$ cat config.mk
export PLATFORM = sky130hd
export DESIGN_NAME = trim_dac_loader
export DESIGN_NICKNAME = d
export VERILOG_FILES = /design/src/rtl/trim_pkg.sv /design/src/rtl/trim_serial_shift.sv /design/src/rtl/trim_load_decode.sv /design/src/rtl/trim_bank.sv /design/src/rtl/trim_dac_loader.sv
export SDC_FILE = /design/constraint.sdc
export NUM_CORES = 1
export LEC_CHECK = 0
export ABC_AREA = 1
export ABC_CLOCK_PERIOD_IN_PS = 2400
export BUFFER_PORTS_ARGS = -buffer_cell sky130_fd_sc_hd__buf_4
export CAP_MARGIN = 5
export CORE_MARGIN = 2
export CORE_UTILIZATION = 45
export CTS_CLUSTER_SIZE = 20
export DETAILED_ROUTE_END_ITERATION = 10
export GPL_TIMING_DRIVEN = 0
export PLACE_DENSITY = 0.7
export SYNTH_ARGS = -nofsm -noshare
export SYNTH_HDL_FRONTEND = slang
export SYNTH_SLANG_ARGS = --single-unit
$ cat constraint.sdc
create_clock -name clk -period 2.4 [get_ports clk]
set_input_delay 0.48 -clock clk [delete_from_list [all_inputs] [get_ports clk]]
set_output_delay 0.48 -clock clk [all_outputs]
set_load 0.01 [all_outputs]
$ cat src/rtl/trim_pkg.sv
package trim_pkg;
    localparam int NUM_CONV    = 3;
    localparam int CH_PER_CONV = 8;
    localparam int VAL_W       = 8;
    localparam int ADDR_W      = $clog2(CH_PER_CONV);
    localparam int FRAME_W     = ADDR_W + VAL_W;
    localparam int FIELD_W     = 2;
    localparam int CFG_W       = 16;
    localparam int NUM_TRIM    = NUM_CONV * CH_PER_CONV;
    localparam int DATA_BIT    = 0;
    localparam int CLK_BIT     = 1;
    localparam int FIELD_LSB   = 14;
    localparam logic [VAL_W-1:0] MID_SCALE = 8'h80;

    typedef struct packed {
        logic [ADDR_W-1:0] chan;
        logic [VAL_W-1:0]  value;
    } frame_t;

    function automatic logic [NUM_CONV-1:0] field_to_sel(input logic [FIELD_W-1:0] f);
        logic [NUM_CONV-1:0] s;
        s = '0;
        for (int k = 0; k < NUM_CONV; k++) begin
            if (f == FIELD_W'(k + 1)) s[k] = 1'b1;
        end
        return s;
    endfunction
endpackage

$ cat src/rtl/trim_serial_shift.sv
module trim_serial_shift
    import trim_pkg::*;
(
    input  logic   clk,
    input  logic   rst,
    input  logic   wr,
    input  logic   sclk_in,
    input  logic   sdata_in,
    output frame_t frame
);
    logic               sclk_q;
    logic [FRAME_W-1:0] shreg;
    logic               rise;

    assign rise  = wr && sclk_in && !sclk_q;
    assign frame = frame_t'(shreg);

    always_ff @(posedge clk) begin
        if (rst) begin
            sclk_q <= 1'b0;
            shreg  <= '0;
        end else if (wr) begin
            sclk_q <= sclk_in;
            if (rise) shreg <= {shreg[FRAME_W-2:0], sdata_in};
        end
    end

    assert_shift_capture_R2: assert property (@(posedge clk) disable iff (rst)
        rise |=> (shreg[0] == $past(sdata_in)) && (shreg[FRAME_W-1:1] == $past(shreg[FRAME_W-2:0])));

    assert_shift_hold_R2: assert property (@(posedge clk) disable iff (rst)
        (!wr || !sclk_in || sclk_q) |=> $stable(shreg));
endmodule

$ cat src/rtl/trim_load_decode.sv
module trim_load_decode
    import trim_pkg::*;
(
    input  logic                clk,
    input  logic                rst,
    input  logic                wr,
    input  logic [FIELD_W-1:0]  field_in,
    output logic [NUM_CONV-1:0] ld_sel
);
    logic [FIELD_W-1:0] field_q;
    logic               strobe;

    assign strobe = wr && (field_in != '0) && (field_q == '0);
    assign ld_sel = strobe ? field_to_sel(field_in) : '0;

    always_ff @(posedge clk) begin
        if (rst)     field_q <= '0;
        else if (wr) field_q <= field_in;
    end

    assert_sel_onehot_R4: assert property (@(posedge clk) disable iff (rst)
        $onehot0(ld_sel));

    assert_single_load_R5: assert property (@(posedge clk) disable iff (rst)
        (|ld_sel) |=> !(|ld_sel));

    assert_zero_field_idle_R6: assert property (@(posedge clk) disable iff (rst)
        (field_in == '0) |-> !(|ld_sel));
endmodule

$ cat src/rtl/trim_bank.sv
module trim_bank
    import trim_pkg::*;
(
    input  logic                           clk,
    input  logic                           rst,
    input  logic                           ld_en,
    input  logic [ADDR_W-1:0]              ld_chan,
    input  logic [VAL_W-1:0]               ld_val,
    output logic [CH_PER_CONV*VAL_W-1:0]   vals
);
    logic [VAL_W-1:0] regs [CH_PER_CONV];

    for (genvar i = 0; i < CH_PER_CONV; i++) begin : g_ch
        always_ff @(posedge clk) begin
            if (rst)                                      regs[i] <= MID_SCALE;
            else if (ld_en && ld_chan == ADDR_W'(i))      regs[i] <= ld_val;
        end
        assign vals[i*VAL_W +: VAL_W] = regs[i];

        assert_other_hold_R7: assert property (@(posedge clk) disable iff (rst)
            !(ld_en && ld_chan == ADDR_W'(i)) |=> $stable(vals[i*VAL_W +: VAL_W]));
    end

    assert_load_value_R8: assert property (@(posedge clk) disable iff (rst)
        ld_en |=> regs[$past(ld_chan)] == $past(ld_val));
endmodule

$ cat src/rtl/trim_dac_loader.sv
module trim_dac_loader
    import trim_pkg::*;
(
    input  logic                        clk,
    input  logic                        rst,
    input  logic                        cfg_wr,
    input  logic [15:0]                 cfg_wdata,
    output logic [NUM_TRIM*VAL_W-1:0]   trim_vals
);
    frame_t              frame;
    logic [NUM_CONV-1:0] ld_sel;

    trim_serial_shift u_shift (
        .clk      (clk),
        .rst      (rst),
        .wr       (cfg_wr),
        .sclk_in  (cfg_wdata[CLK_BIT]),
        .sdata_in (cfg_wdata[DATA_BIT]),
        .frame    (frame)
    );

    trim_load_decode u_dec (
        .clk      (clk),
        .rst      (rst),
        .wr       (cfg_wr),
        .field_in (cfg_wdata[FIELD_LSB +: FIELD_W]),
        .ld_sel   (ld_sel)
    );

    for (genvar k = 0; k < NUM_CONV; k++) begin : g_conv
        trim_bank u_bank (
            .clk     (clk),
            .rst     (rst),
            .ld_en   (ld_sel[k]),
            .ld_chan (frame.chan),
            .ld_val  (frame.value),
            .vals    (trim_vals[k*CH_PER_CONV*VAL_W +: CH_PER_CONV*VAL_W])
        );
    end

    assert_idle_hold_R6: assert property (@(posedge clk) disable iff (rst)
        !cfg_wr |=> $stable(trim_vals));
endmodule

Word-level counts from Yosys, hierarchy flattened
Memories as Yosys holds them, arrays and structs flattened.
Cells that the tools add are included.
- logic and storage cells: 175
- input bits: 19
- register bits: 14
- memories kept: 3
- memory bits (writable): 192
- output and inout bits: 192
- memories (name ; words ; width ; read ports ; clocked after Yosys merged registers in ; wr ports ; RTL line ; RTL):
    g_conv[0].u_bank.regs ; 8 ; 8 ; 8 ; 0 ; 8 ; trim_bank.sv:11 ; logic [VAL_W-1:0] regs [CH_PER_CONV];
    g_conv[1].u_bank.regs ; 8 ; 8 ; 8 ; 0 ; 8 ; trim_bank.sv:11 ;
    g_conv[2].u_bank.regs ; 8 ; 8 ; 8 ; 0 ; 8 ; trim_bank.sv:11 ;
- equal/unequal tests: 10
- multiplexer cells: 102
- bitwise logic cells: 24
- reductions and logical operators: 33
- operators by type and width (cell ; number):
    8-bit two-way mux ; 24
    1-bit two-way mux ; 77
    1-bit logical AND ; 28
    1-bit OR ; 24
    3-bit equality test, second input constant ; 4
    3-bit by 2-bit equality test with 1-bit output, second input constant ; 2
    2-bit equality test, second input constant ; 2
    3-bit by 1-bit equality test with 1-bit output, second input constant ; 1
    3-bit zero test ; 1
    3-bit two-way mux ; 1
    2-bit by 1-bit equality test with 1-bit output, second input constant ; 1
    2-bit zero test ; 1
    2-bit AND reduction ; 1
    2-bit nonzero test ; 1
    1-bit zero test ; 1

Longest topological paths before layout
- depth after elaboration: 9
- gate-level depth with buffers: 7
- gate-level depth less buffers: 6

Modules after synthesis
From an unflattened synthesis, not the netlist that was laid out.
- cell total of the unflattened synthesis: 610
- area, all modules: 7719.9 sq um
- by module, submodules not included (module ; cells an instance ; seq. area each (sq um) ; times used ; area an instance (sq um)):
    trim_bank ; 172 ; 1921.8 ; 3 ; 2369.8
    trim_serial_shift ; 76 ; 240.2 ; 1 ; 500.5
    trim_load_decode ; 18 ; 40.0 ; 1 ; 110.1

Worst setup path before layout
No wires, ideal clock.
- path type: reg2reg
- start: reg u_shift.shreg[10], in the netlist u_shift.frame[10]
- end: mem g_conv[0].u_bank.regs[7][0], in the netlist g_conv[0].u_bank.regs[1][24], enable pin
- library setup time: 0.384 ns
- period minus slack after synthesis: 2.105 ns
- cell stages (with the launch flop): 5
- arrival time: 1.721 ns
- buffers on the path: 0
- data required time: 2.016 ns
- path slack: 0.295 ns
- cell sequence: dfxtp_1 -> inv_1 -> nor2_1 -> inv_1 -> o21ai_0
- RTL lines (element ; RTL line ; RTL):
    from (decl) ; trim_serial_shift.sv:12 ; logic [FRAME_W-1:0] shreg;
    from (signal assigned) ; trim_serial_shift.sv:24 ; if (rise) shreg <= {shreg[FRAME_W-2:0], sdata_in};
    to (decl) ; trim_bank.sv:11 ;

==> out/metrics.yaml <==
clock_tree:
  htreeDepth: 1
  cts_hold_buf: 0
  clkSinkCount: 206
  cts_max_path_buffers: 3
  clk_pin_slew_worst_paths_ps: 60
  clock-root-buffer: "clkbuf_16"
  insertion_delay_ps: 490
  cts_buffers: 21
  cts_tree: "built"
logic_synthesis:
  yosys_warnings: 0
  synthAdderAreaFrac: 0
  synth.distinct_cells: 15
  synth_top_family_by_area: "simple AND/OR/NAND/NOR gates"
  synthSimpleGateAreaFrac: 0.147
  ys_ff_latch: 206
  yosysSeqAreaShare: 0.797
  syn_nets: 579
  synth-compound-area-share: 0.0271
  synth_cells: 560
  synth_xor_area_frac: 0
  avgSynthCellArea_um2: 13.5
  netlist_area_um2: 7580
  synthMuxAreaShare: 0
die:
  rows: 47
  io-pin-count: 211
  start_util: 0.459
  fp.coreArea_um2: 16500
  die_area_um2: 17900
  floorplan.die.width_um: 134
  die_h_um: 134
worst_setup_path:
  worstPathArrival_ps: 2400
  worstRegToRegCells: 4
  critPathKind: "register to register"
  reg2reg_to: "g_conv[0].u_bank.regs[0][17]"
  cp-start-kind: "register"
  end_kind: "register"
  endpoint: "g_conv[0].u_bank.regs[0][17]"
  crit_start: "u_shift.frame[9]"
  ff2ff_setup_slack_ps: 120
  rr_startpoint: "u_shift.frame[9]"
  crit_fanout: 8
  cp.required_ps: 2510
final_layout:
  fin_nets: 801
  n_antenna_cell: 0
  final_cell_mix: "buf_4, edfxtp_1, nor2_1"
  layout-drive-gt1-share: 0.311
  final_common_cell: "buf_4"
  fillers: 1249
  area_growth_pct: 31.9
pwr:
  p_leak_nw: 3.70
  power_density_nw_per_um2: 760
  vdd.ir_drop.worst_mv: 0.555
routing:
  drt_wl_total_um: 19500
  drtIter0Drc: 469
  ant_nets: 0
  drt_pass1_iterations: 6
  drt-vias-per-instance: 5.20
  drt-wirelength-per-cell_um: 19.3
  drc: 0
  vias: 5269
sta:
  final_hold_viol_count: 0
  fin_crit_ps: 2280
  whs_ps: 188
  tightest_slew_ps: 806
  skew_ps: 11.8
  rsz0062_at_grt: "true"
  finalMaxSlewViolations: 0
  relSlewSlack: 0.459
  fmax_ghz: 0.438
  finalCritPeriodShare: 0.952
  layout_setup_ws_ps: 116
  finalSetupViolCount: 0
place:
  place_hpwl_um: 13700
  gp_congestion: 0.790
  port_buffers: 198
  dp_slack_ps: -336
grt:
  grt_start_max_net_pins: 15
  grt_first_pass_wirelength_um: 29500
  antenna_found_initial: 0
  grt_overflow: 0
  grt_util_all_layers: 0.216
  grt_pass1_vias: 5078
run:
  cap_violations: 0
worst_hold_path:
  hp-class: "input pin to register"
outcome:
  status: "completed"
metal layers:
layer | GRT usage | vias to the layer above | share of wire | wire, um
li1 | - | 2408 | - | -
met1 | 0.292 | 2543 | 0.39 | 7660
met2 | 0.354 | 277 | 0.49 | 9520
met3 | 0.0389 | 41 | 0.090 | 1760
met4 | 0.0780 | 0 | 0.030 | 595
met5 | 0 | - | 0 | 0
Yosys cell counts:
cell type | n | area [um2]
nand3_1 | 25 | 125
inv_1 | 19 | 71.3
buf_1 | 1 | 3.75
edfxtp_1 | 192 | 5770
buf_2 | 3 | 15.0
clkbuf_1 | 27 | 101
a21oi_1 | 14 | 70.1
dfxtp_1 | 14 | 280
nand4_1 | 24 | 150
clkinv_1 | 7 | 26.3
o21ai_0 | 27 | 135
nor3_4 | 5 | 81.3
nor2_1 | 174 | 653
nand2_1 | 27 | 101
nor3_1 | 1 | 5.00
power by group:
part,leakage (nW),switching (W),internal [W]
logic,1.37,0.000373,0.000179
clock network,0.312,0.00127,0.00169
registers,2.02,0.0000524,0.00404
layout make-up:
type | instances | area, um2 | share of cell area
clock inverter | 13 | 85.1 | 0.00850
inverter | 26 | 97.6 | 0.00975
buffer | 31 | 120 | 0.0120
timing repair buffer | 199 | 1490 | 0.149
multi-input combinational | 297 | 1360 | 0.136
tap | 220 | 275 | 0.0275
sequential | 206 | 6050 | 0.604
clock buffer | 22 | 529 | 0.0529
cell families (layout without fill, tap and decap cells):
kind of cell    count (synthesis)  in the layout
flops                         206            206
buf+inv                        57            291
simple gates                  256            256
compound gates                 41             41
registers in the layout, summed over array words and instances (netlist names):
name,cells
u_shift.sclk_q,1
u_dec.field_q,2
u_shift.frame,11
g_conv.u_bank.regs,192
metrics by stage:
stage,util,power [W],instance area [um2],std cells,setup TNS [ps]
after detailed placement,0.566,0.00471,9350,979,-24230
after global placement,0.566,0.00469,9350,978,-15050
final,0.606,0.00761,10000,1014,0
after CTS,0.603,0.00763,9970,1014,0
after global routing,0.606,0.00784,10000,1014,-1370
after floorplan,-,0.00441,7580,560,0
critical path: stages (launching register included):
cell,delay [ps]
dfxtp_1,590
inv_1,220
nor3_4,350
inv_1,100
o21ai_1,660
how the worst min path moves through the flow:
stage	startpoint	end	slack (ps)	depth (start not counted)
final	rst	u_dec.field_q[1]	190	2
after global routing	rst	u_shift.sclk_q	180	2
after CTS	rst	u_shift.sclk_q	170	2
after detailed placement	u_shift.sclk_q	u_shift.sclk_q	470	2
after global placement	u_dec.field_q[0]	u_dec.field_q[0]	440	2
after floorplan	u_dec.field_q[0]	u_dec.field_q[0]	430	2
timing repair:
action,in CTS,in global routing
hold endpoints to repair,0,0
endpoints found under the setup margin,120,91
gates resized for setup,15,10
buffers inserted,0,0
(Power assumes the default switching activity.)
